**config.mk**
```make
export PLATFORM = sky130hd
export DESIGN_NAME = c45_mgmt_master
export DESIGN_NICKNAME = d
export VERILOG_FILES = /design/src/rtl/c45_mgmt_pkg.sv /design/src/rtl/c45_mdc_gen.sv /design/src/rtl/c45_frame_engine.sv /design/src/rtl/c45_reg_bank.sv /design/src/rtl/c45_mgmt_master.sv
export SDC_FILE = /design/constraint.sdc
export NUM_CORES = 1
export LEC_CHECK = 0
export CELL_PAD_IN_SITES_DETAIL_PLACEMENT = 1
export CELL_PAD_IN_SITES_GLOBAL_PLACEMENT = 1
export CORE_UTILIZATION = 39
export CTS_CLUSTER_SIZE = 8
export DETAILED_ROUTE_END_ITERATION = 10
export PLACE_DENSITY = 0.82
export SETUP_SLACK_MARGIN = 0.4
export SYNTH_ARGS = -nofsm -noshare
export SYNTH_HDL_FRONTEND = slang
export SYNTH_SLANG_ARGS = --single-unit
export TNS_END_PERCENT = 20
```
**constraint.sdc**
```tcl
create_clock -name clk -period 2.8 [get_ports clk]
set_input_delay 0.84 -clock clk [delete_from_list [all_inputs] [get_ports clk]]
set_output_delay 0.84 -clock clk [all_outputs]
set_load 0.02 [all_outputs]
```
**src/rtl/c45_mgmt_pkg.sv**
```systemverilog
`timescale 1ns/1ps
package c45_mgmt_pkg;

    localparam int unsigned WORD_W    = 32;
    localparam int unsigned FIELD_W   = 16;
    localparam int unsigned ID_W      = 5;
    localparam int unsigned PRE_LEN   = 32;
    localparam int unsigned BODY_LEN  = 32;
    localparam int unsigned FRAME_LEN = PRE_LEN + BODY_LEN;
    localparam int unsigned HDR_LEN   = 14;

    localparam int unsigned STATUS_WORD = 12;
    localparam int unsigned CTRL_WORD   = 13;
    localparam int unsigned DATA_WORD   = 14;
    localparam int unsigned ADDR_WORD   = 15;

    typedef enum logic [1:0] {
        OP_ADDR  = 2'b00,
        OP_WRITE = 2'b01,
        OP_RDINC = 2'b10,
        OP_READ  = 2'b11
    } mdio_op_e;

    typedef struct packed {
        logic [ID_W-1:0] dev;
        logic [ID_W-1:0] port;
        logic            no_pre;
        logic            scan;
        logic            post_inc;
    } ctl_fields_t;

    typedef struct packed {
        mdio_op_e           op;
        logic [ID_W-1:0]    port;
        logic [ID_W-1:0]    dev;
        logic [FIELD_W-1:0] payload;
        logic               skip_pre;
    } frame_req_t;

    typedef struct packed {
        logic               done;
        logic               rd;
        logic               err;
        logic [FIELD_W-1:0] rx;
    } frame_rsp_t;

    function automatic logic op_is_read(input mdio_op_e op);
        return op[1];
    endfunction

    function automatic logic [FRAME_LEN-1:0] pack_frame(input frame_req_t r);
        logic [BODY_LEN-1:0] body;
        logic [1:0]          ta;
        logic [FIELD_W-1:0]  pl;
        ta   = op_is_read(r.op) ? 2'b11 : 2'b10;
        pl   = op_is_read(r.op) ? {FIELD_W{1'b1}} : r.payload;
        body = {2'b00, r.op, r.port, r.dev, ta, pl};
        if (r.skip_pre)
            return {body, {PRE_LEN{1'b1}}};
        return {{PRE_LEN{1'b1}}, body};
    endfunction

endpackage

```
**src/rtl/c45_mdc_gen.sv**
```systemverilog
`timescale 1ns/1ps
module c45_mdc_gen #(
    parameter int unsigned DIV_W = 8
) (
    input  logic             clk,
    input  logic             rst,
    input  logic             run,
    input  logic [DIV_W-1:0] div,
    output logic             mdc,
    output logic             rise,
    output logic             fall
);
    localparam int unsigned CNT_W = DIV_W + 1;

    logic [CNT_W-1:0] cnt_q;
    logic [CNT_W-1:0] limit;
    logic             mdc_q;
    logic             tick;

    assign limit = {div, 1'b0};
    assign tick  = run && (cnt_q == limit);

    always_ff @(posedge clk) begin
        if (rst || !run) begin
            cnt_q <= '0;
            mdc_q <= 1'b0;
        end else if (tick) begin
            cnt_q <= '0;
            mdc_q <= ~mdc_q;
        end else begin
            cnt_q <= cnt_q + 1'b1;
        end
    end

    assign mdc  = mdc_q;
    assign rise = tick & ~mdc_q;
    assign fall = tick & mdc_q;
endmodule

```
**src/rtl/c45_frame_engine.sv**
```systemverilog
`timescale 1ns/1ps
module c45_frame_engine
    import c45_mgmt_pkg::*;
(
    input  logic       clk,
    input  logic       rst,
    input  logic       req_valid,
    input  frame_req_t req,
    input  logic       rise,
    input  logic       fall,
    input  logic       mdio_i,
    output logic       active,
    output logic       run,
    output logic       mdio_o,
    output logic       mdio_oe,
    output frame_rsp_t rsp
);
    localparam int unsigned POS_W = $clog2(FRAME_LEN);
    localparam logic [POS_W-1:0] P_BODY = POS_W'(PRE_LEN);
    localparam logic [POS_W-1:0] P_TA1  = POS_W'(PRE_LEN + HDR_LEN);
    localparam logic [POS_W-1:0] P_TA2  = POS_W'(PRE_LEN + HDR_LEN + 1);
    localparam logic [POS_W-1:0] P_DATA = POS_W'(PRE_LEN + HDR_LEN + 2);
    localparam logic [POS_W-1:0] P_LAST = POS_W'(FRAME_LEN - 1);

    logic                 active_q;
    logic                 fin_q;
    logic                 rd_q;
    logic                 err_q;
    logic [POS_W-1:0]     pos_q;
    logic [FRAME_LEN-1:0] sh_q;
    logic [FIELD_W-1:0]   rx_q;

    always_ff @(posedge clk) begin
        if (rst) begin
            active_q <= 1'b0;
            fin_q    <= 1'b0;
            rd_q     <= 1'b0;
            err_q    <= 1'b0;
            pos_q    <= '0;
            sh_q     <= '1;
            rx_q     <= '0;
        end else if (!active_q) begin
            if (req_valid) begin
                active_q <= 1'b1;
                fin_q    <= 1'b0;
                sh_q     <= pack_frame(req);
                pos_q    <= req.skip_pre ? P_BODY : '0;
                rd_q     <= op_is_read(req.op);
                err_q    <= 1'b0;
            end
        end else if (fin_q) begin
            active_q <= 1'b0;
            fin_q    <= 1'b0;
        end else begin
            if (fall) begin
                if (pos_q == P_LAST) begin
                    fin_q <= 1'b1;
                end else begin
                    pos_q <= pos_q + 1'b1;
                    sh_q  <= {sh_q[FRAME_LEN-2:0], 1'b1};
                end
            end
            if (rise && rd_q) begin
                if (pos_q == P_TA2)
                    err_q <= mdio_i;
                if (pos_q >= P_DATA)
                    rx_q <= {rx_q[FIELD_W-2:0], mdio_i};
            end
        end
    end

    assign active  = active_q;
    assign run     = active_q & ~fin_q;
    assign mdio_o  = active_q ? sh_q[FRAME_LEN-1] : 1'b1;
    assign mdio_oe = active_q & ~(rd_q & (pos_q >= P_TA1));

    always_comb begin
        rsp.done = fin_q;
        rsp.rd   = rd_q;
        rsp.err  = err_q;
        rsp.rx   = rx_q;
    end
endmodule

```
**src/rtl/c45_reg_bank.sv**
```systemverilog
`timescale 1ns/1ps
module c45_reg_bank
    import c45_mgmt_pkg::*;
#(
    parameter int unsigned ADDR_W  = 8,
    parameter int unsigned DIV_W   = 8,
    parameter logic [7:0]  RST_DIV = 8'd1
) (
    input  logic              clk,
    input  logic              rst,
    input  logic              we,
    input  logic [ADDR_W-1:0] addr,
    input  logic [WORD_W-1:0] wdata,
    output logic [WORD_W-1:0] rdata,
    input  logic              bus_busy,
    input  frame_rsp_t        rsp,
    output logic              req_valid,
    output frame_req_t        req,
    output logic [DIV_W-1:0]  div,
    output logic              txn_busy
);
    localparam int unsigned WIX_W = ADDR_W - 2;
    localparam logic [WIX_W-1:0] W_STAT = WIX_W'(STATUS_WORD);
    localparam logic [WIX_W-1:0] W_CTRL = WIX_W'(CTRL_WORD);
    localparam logic [WIX_W-1:0] W_DATA = WIX_W'(DATA_WORD);
    localparam logic [WIX_W-1:0] W_ADDR = WIX_W'(ADDR_WORD);

    logic [WIX_W-1:0]   wix;
    logic               wr_ok;
    logic               hit_stat, hit_ctrl, hit_data, hit_addr;
    logic               rd_start;
    ctl_fields_t        ctl_q, ctl_new;
    logic [DIV_W-1:0]   div_q;
    logic [FIELD_W-1:0] data_q;
    logic [FIELD_W-1:0] addr_q;
    logic               txn_q;
    logic               err_q;
    logic               unused_bits;

    assign wix      = addr[ADDR_W-1:2];
    assign wr_ok    = we & ~bus_busy;
    assign hit_stat = wr_ok && (wix == W_STAT);
    assign hit_ctrl = wr_ok && (wix == W_CTRL);
    assign hit_data = wr_ok && (wix == W_DATA);
    assign hit_addr = wr_ok && (wix == W_ADDR);
    assign rd_start = hit_ctrl & wdata[15];

    always_comb begin
        ctl_new.dev      = wdata[4:0];
        ctl_new.port     = wdata[9:5];
        ctl_new.no_pre   = wdata[10];
        ctl_new.scan     = wdata[11];
        ctl_new.post_inc = wdata[14];
    end

    always_comb begin
        req_valid   = hit_addr | hit_data | rd_start;
        req.port    = hit_ctrl ? ctl_new.port   : ctl_q.port;
        req.dev     = hit_ctrl ? ctl_new.dev    : ctl_q.dev;
        req.skip_pre = hit_ctrl ? ctl_new.no_pre : ctl_q.no_pre;
        req.payload = wdata[FIELD_W-1:0];
        if (hit_addr)
            req.op = OP_ADDR;
        else if (hit_data)
            req.op = OP_WRITE;
        else if (ctl_new.post_inc)
            req.op = OP_RDINC;
        else
            req.op = OP_READ;
    end

    always_ff @(posedge clk) begin
        if (rst) begin
            ctl_q  <= '0;
            div_q  <= DIV_W'(RST_DIV);
            data_q <= '0;
            addr_q <= '0;
            txn_q  <= 1'b0;
            err_q  <= 1'b0;
        end else begin
            if (hit_stat)
                div_q <= wdata[8 +: DIV_W];
            if (hit_ctrl)
                ctl_q <= ctl_new;
            if (hit_addr)
                addr_q <= wdata[FIELD_W-1:0];
            if (hit_data) begin
                data_q <= wdata[FIELD_W-1:0];
                txn_q  <= 1'b1;
            end
            if (rd_start) begin
                txn_q <= 1'b1;
                err_q <= 1'b0;
            end
            if (rsp.done) begin
                txn_q <= 1'b0;
                if (rsp.rd) begin
                    data_q <= rsp.rx;
                    err_q  <= rsp.err;
                end
            end
        end
    end

    always_comb begin
        rdata = '0;
        case (wix)
            W_STAT: rdata = {16'h0, div_q, 6'h0, err_q, bus_busy};
            W_CTRL: rdata = {16'h0, 1'b0, ctl_q.post_inc, 2'b00, ctl_q.scan,
                             ctl_q.no_pre, ctl_q.port, ctl_q.dev};
            W_DATA: rdata = {txn_q, 15'h0, data_q};
            W_ADDR: rdata = {16'h0, addr_q};
            default: rdata = '0;
        endcase
    end

    assign unused_bits = ^{wdata[31:16], wdata[13:12], addr[1:0]};
    assign div         = div_q;
    assign txn_busy    = txn_q;
endmodule

```
**src/rtl/c45_mgmt_master.sv**
```systemverilog
`timescale 1ns/1ps
module c45_mgmt_master
    import c45_mgmt_pkg::*;
#(
    parameter int unsigned ADDR_W  = 8,
    parameter int unsigned DIV_W   = 8,
    parameter logic [7:0]  RST_DIV = 8'd1
) (
    input  logic              clk,
    input  logic              rst,
    input  logic              bus_we,
    input  logic [ADDR_W-1:0] bus_addr,
    input  logic [31:0]       bus_wdata,
    output logic [31:0]       bus_rdata,
    output logic              mdc,
    output logic              mdio_o,
    output logic              mdio_oe,
    input  logic              mdio_i
);
    logic             req_valid;
    frame_req_t       req;
    frame_rsp_t       rsp;
    logic             bus_busy;
    logic             txn_busy;
    logic             run;
    logic             rise;
    logic             fall;
    logic [DIV_W-1:0] div;

    c45_reg_bank #(
        .ADDR_W (ADDR_W),
        .DIV_W  (DIV_W),
        .RST_DIV(RST_DIV)
    ) u_regs (
        .clk      (clk),
        .rst      (rst),
        .we       (bus_we),
        .addr     (bus_addr),
        .wdata    (bus_wdata),
        .rdata    (bus_rdata),
        .bus_busy (bus_busy),
        .rsp      (rsp),
        .req_valid(req_valid),
        .req      (req),
        .div      (div),
        .txn_busy (txn_busy)
    );

    c45_mdc_gen #(.DIV_W(DIV_W)) u_clkgen (
        .clk (clk),
        .rst (rst),
        .run (run),
        .div (div),
        .mdc (mdc),
        .rise(rise),
        .fall(fall)
    );

    c45_frame_engine u_eng (
        .clk      (clk),
        .rst      (rst),
        .req_valid(req_valid),
        .req      (req),
        .rise     (rise),
        .fall     (fall),
        .mdio_i   (mdio_i),
        .active   (bus_busy),
        .run      (run),
        .mdio_o   (mdio_o),
        .mdio_oe  (mdio_oe),
        .rsp      (rsp)
    );
endmodule

```
# Word level (Yosys, flattened, before mapping)
# Index checks and enable logic that the tools add are counted.
[word_totals]
wordCells = 111
in_bits = 44
reg_bits = 155
out_inout_bits = 35
[classes]
reduce_logical = 16
bitwise_logic = 13
n_lt_le_gt_ge = 2
add_sub_neg = 2
eq_ne = 12
muxes = 47
[op_table]
columns = ["op", "count"]
rows = [
  ["$mux 64", 7],
  ["$pmux 32 s4", 1],
  ["$mux 16", 4],
  ["$mux 6", 6],
  ["$mux 1", 25],
  ["$eq 6x4->1 const B", 4],
  ["$eq 6x6->1 const B", 2],
  ["$ge 6x6->1 const B", 2],
  ["$reduce_and 4->1", 3],
  ["$mux 5", 2],
  ["$ne 2x2->1 const B", 5],
  ["$add 9x1->9 const B", 1],
  ["$eq 9x9->1", 1],
  ["$and 1x1->1", 7],
  ["$add 6x1->6 const B", 1],
  ["$logic_and 1x1->1", 6],
  ["$mux 2", 2],
  ["$not 1->1", 4],
  ["$reduce_bool 2->1", 2],
  ["$reduce_or 2->1", 2],
  ["$or 1x1->1", 2],
  ["$reduce_and 2->1", 1],
  ["$logic_not 1->1", 1],
  ["$logic_or 1x1->1", 1],
]

# Depth between registers and ports, before layout
[logic_depth]
word_depth = 11
mapped_depth = 8
depth_no_buf = 6

# By module
# A second synthesis with hierarchy kept.
[hier_totals]
cells_unflattened = 859
hier_area_um2 = 7772.5
[modules_own_cells]
columns = ["mod", "cells_per_inst", "seq_area_each_um2", "n_inst", "area_each_um2"]
rows = [
  ["c45_frame_engine", 449, 1801.7, 1, 3920.0],
  ["c45_reg_bank", 354, 1101.1, 1, 3314.4],
  ["c45_mdc_gen", 56, 200.2, 1, 538.0],
]

# Worst setup path before layout
# No wires, ideal clock.
[synth_timing]
kind = "input-to-output"
from = "in bus_addr[2]"
to = "out bus_rdata[5]"
setup_slack_ns = -0.132
arrival_ns = 2.092
n_path_buf = 2
path_stages = 5
required_time_ns = 1.960
cell_sequence = "clkbuf_1 -> buf_1 -> mux2_2 -> a22oi_1 -> nor2_1"
[synth_via]
elab_chain_cells = 2
elab_cells_between_ends = 5
classes_between = "eq/ne: 4; mux: 1"
[synth_rtl]
columns = ["item", "line", "text"]
rows = [
  ["from (decl)", "c45_mgmt_master.sv:12", "input logic [ADDR_W-1:0] bus_addr,"],
  ["$eq 6x4->1", "c45_reg_bank.sv:107", "case (wix)"],
  ["$pmux 32 s4 *", "c45_reg_bank.sv:107", ""],
  ["to (decl)", "c45_mgmt_master.sv:14", "output logic [31:0] bus_rdata,"],
]
# Mark *: on every way between the ends. The rest lies on a longest branch, timed or not.

# Worst setup path in the final report
[layout_timing]
from = "in bus_addr[3]"
to = "out bus_rdata[8]"
# The elaborated chain is that of the path after synthesis.

==> reports/qor.csv <==
stage;metric;value;unit
run_status;outcome;completed;
cells_and_area;layout cell share with drive strength beyond 1;25.8;%
cells_and_area;FILL cells;1979;
synthesis;Yosys top cell area share;43.3;%
die;starting density of the core;39.9;%
run;max-cap violations;0;
worst_setup_path;critical path class;in2out;
cells_and_area;ANT cells;0;
worst_setup_path;worst path arrival time;1.89;ns
worst_setup_path;cell family with most CP delay;multiplexers;
clock_network;depth of the CTS H-tree;4;
worst_setup_path;worst stage delay on the critical path;0.54;ns
timing;RSZ-0062 raised after global routing;true;
worst_setup_path;Worst EP required;1.96;ns
pwr;Switch Pwr;1.20;mW
placed_design;RD Place Congestion;0.832;
placed_design;Buffers on Ports;45;
clock_network;CTS Sinks;155;
synthesis;EDFF count, synth;0;
synthesis;Yosys cell types;60;
worst_setup_path;Critical Path Start Type;input port;
clock_network;clock slew at reported path FFs;0.06;ns
timing;Hold Vio Cnt, Final;0;
synthesis;syn_area_per_cell;9.08;um2
pwr;part of the power in the clock network;49.7;%
timing;achievable frequency;0.366;GHz
timing;hold_ws;0.468;ns
timing;measured slew at the worst slew-check pin;0.709;ns
die;die width;138;um
global_route;initial antenna violation count;0;
clock_network;Num CTS Buffers;17;
die;full die area;18900;um2
synthesis;Seq cells post-synth;155;
drt;Vias/cell;6.34;
worst_hold_path;Hold Path Class;reg2reg;
die;Core ar.;18000;um2
worst_setup_path;worst-path cell chain;buf_12 -> buf_12 -> mux4_2 -> and2_4 -> buf_6;
placed_design;HPWL Detailed;15800;um
drt;Vias;7145;
worst_setup_path;Most common cell on crit path;buf_12;
pwr;overall power;5.13;mW
global_route;largest net degree at the start of global routing;70;
synthesis;Mapped Area;7160;um2
timing;Tmin final;2.73;ns
timing;Slew Viols, Final;0;
pwr;combinational share of power;6.8;%
global_route;Total GRT Usage;29.8;%
worst_setup_path;Critical Path Fanout Max;6;
clock_network;Max Buffers Root-to-Sink;2;
timing;# setup viols final;0;
synthesis;area leader, netlist;dfxtp_1;
cells_and_area;final core utilization;53.4;%
drt;first-pass iteration count of the detailed router;9;
worst_setup_path;crit end category;output pin;
worst_setup_path;Bufs and invs on worst path;3;
timing;crit share post-route;97.7;%
cells_and_area;area delta synth->final;33.8;%
cells_and_area;Nets;931;
drt;post-route ant nets;0;
die;# rows;49;
synthesis;register area share after synthesis;43.3;%
placed_design;Setup WS pre-CTS;-0.947;ns
die;DIE HEIGHT;138;um
synthesis;Ys Warns;0;
pwr;Sw Share;23.4;%
drt;iteration-0 DRC count of the detailed router;943;
global_route;first-pass GRT wire length;41500;um
timing;Worst Setup Slack, final;0.0655;ns
clock_network;CTS tree;built;
pwr;Int Pwr;3.93;mW
pwr;part of the power in registers;43.5;%
die;I/O Pins;79;
worst_setup_path;setup slack, reg-to-reg;0.37;ns
synthesis;most used flip-flop cell after synthesis;dfxtp_1;
clock_network;Clock Tree Root;clkbuf_16;
clock_network;Skew-Pair Late Insertion Delay;0.45;ns
worst_setup_path;R2R cell count;7;
drt;DRC Markers;0;
pwr;leakage;4.04;nW
pwr;Worst VDD drop;0.000498;V
synthesis;synth top area cells;dfxtp_1 43%, mux2i_1 7.8%, nor2_1 5.3%;
worst_setup_path;highest-delay cell along the critical path;mux4_2;
worst_setup_path;Crit path depth;5;
synthesis;Async SR Flop Fraction;0;%
worst_hold_path;Hold Path Depth;1;
timing;Slew headroom;52.7;%
pwr;Pwr Density;535;nW/um2
global_route;GRT overflow;0;
drt;WL/cell;25.4;um
global_route;vias in the first global route;7289;
synthesis;Cells after Synth;789;
drt;Post-Route WL;28700;um
timing;Worst Skew;0.0122;ns
through the flow:
step | area (um2) | TNS (ns) | std cells
floorplan | 7370 | 0 | 803
global placement | 8430 | -41.31 | 1077
detailed placement | 8430 | -47.70 | 1077
CTS | 9380 | 0 | 1121
global route | 9590 | 0 | 1127
finish | 9590 | 0 | 1127
cell usage after synthesis (8+ instances only):
| cell type | n |
|---|---|
| o211ai_1 | 13 |
| o21ai_0 | 36 |
| nand2_1 | 40 |
| clkbuf_1 | 50 |
| a22oi_1 | 9 |
| nor4_1 | 9 |
| o22ai_1 | 13 |
| a211o_1 | 16 |
| a31oi_1 | 27 |
| a21oi_1 | 12 |
| dfxtp_1 | 155 |
| buf_4 | 15 |
| nand3_1 | 33 |
| a222oi_1 | 11 |
| inv_1 | 15 |
| and2_1 | 14 |
| mux2_2 | 9 |
| buf_2 | 11 |
| nor2_1 | 102 |
| xor2_1 | 11 |
| nor3_1 | 15 |
| a311oi_1 | 16 |
| o32ai_1 | 17 |
| o31ai_1 | 8 |
| mux2i_1 | 56 |
cell usage in the layout, fill, tap and decap left out, types with 6 or more instances in the layout:
cell,n
a211o_1,16
a21oi_1,11
a222oi_1,11
a22oi_2,9
a311oi_1,16
a31oi_1,27
and2_4,9
buf_12,16
buf_4,78
buf_6,27
clkbuf_16,17
clkdlybuf4s50_1,20
conb_1,15
dfxtp_1,154
inv_1,15
mux2i_1,55
mux4_2,7
nand2_1,38
nand3_1,31
nor2_1,92
nor2_4,6
nor3_1,13
nor4_1,9
o211ai_1,13
o21ai_0,31
o22ai_1,13
o31ai_1,6
o32ai_1,11
xor2_1,11
worst reg2reg max path, delay by kind of cell, from the launching register on:
family | cells | cell delay (ns)
and+or+nand+nor | 4 | 1.26
DFF | 1 | 0.43
buffers and inverters | 2 | 0.37
AOI/OAI and AO/OA | 1 | 0.25
final cells by class:
type                            instances  area (um2)  area share (%)
Clock buffer                           22         474            4.95
Clock inverter                         10         163            1.70
Tap cell                              229         287            2.99
Timing Repair Buffer                  147        1510            15.7
Sequential cell                       155        3110            32.4
Inverter                               16        60.1           0.626
Multi-Input combinational cell        548        3990            41.6
timing repair:
item,CTS,global route
pin swaps,23,12
setup endpoints to repair,123,99
buffers inserted,9,4
cloned,3,2
hold buffers,0,0
resized for setup,170,39
path summary, 6_finish.rpt:
kind	to	from
worst max register to register	u_eng.sh_q[36]$_SDFFE_PP1P_	u_eng.active$_SDFF_PP0_
worst min register to register	u_eng.sh_q[23]$_SDFFE_PP1P_	u_eng.sh_q[23]$_SDFFE_PP1P_
worst min-delay path	u_eng.sh_q[23]$_SDFFE_PP1P_	u_eng.sh_q[23]$_SDFFE_PP1P_
worst max-delay path	bus_rdata[8]	bus_addr[3]
registers in the layout, summed over array words and instances (netlist names):
register,flops
u_eng.rd_q,1
u_clkgen.mdc,1
u_eng.fin_q,1
u_eng.pos_q,6
u_regs.data_q,16
u_regs.div,8
u_eng.err_q,1
u_regs.addr_q,16
u_clkgen.cnt_q,9
u_regs.err_q,1
u_regs.ctl_q,13
u_regs.txn_busy,1
u_eng.sh_q,64
u_eng.rx_q,16
u_eng.active,1
metal layers:
layer / GRT usage [%] / routed length, um
met1: 34.0 / 11100
met4: 19.0 / 1500
met5: 0 / 0
met2: 50.2 / 14300
met3: 6.48 / 1780
logic make-up (layout without fill, tap and decap cells):
family	Yosys count	in the layout	share of synthesized area (%)
xor+xnor	16	16	1.96
compound gates	199	199	20.2
mux	72	72	11.4
fa+ha+maj	2	2	0.349
buf+inv	100	195	6.43
flops	155	155	43.3
simple gates	244	244	16.2
other cells	1	15	0.0523
power groups by stage:
stage	Clock [mW]	Sequential, mW	Combinational [mW]
CTS	2.56	2.23	0.325
detailed placement	0	2.28	0.282
finish	2.55	2.23	0.349
floorplan	0	2.28	0.154
global placement	0	2.28	0.274
global route	2.67	2.23	0.361
Note: power is estimated with default switching activity, not from simulation.
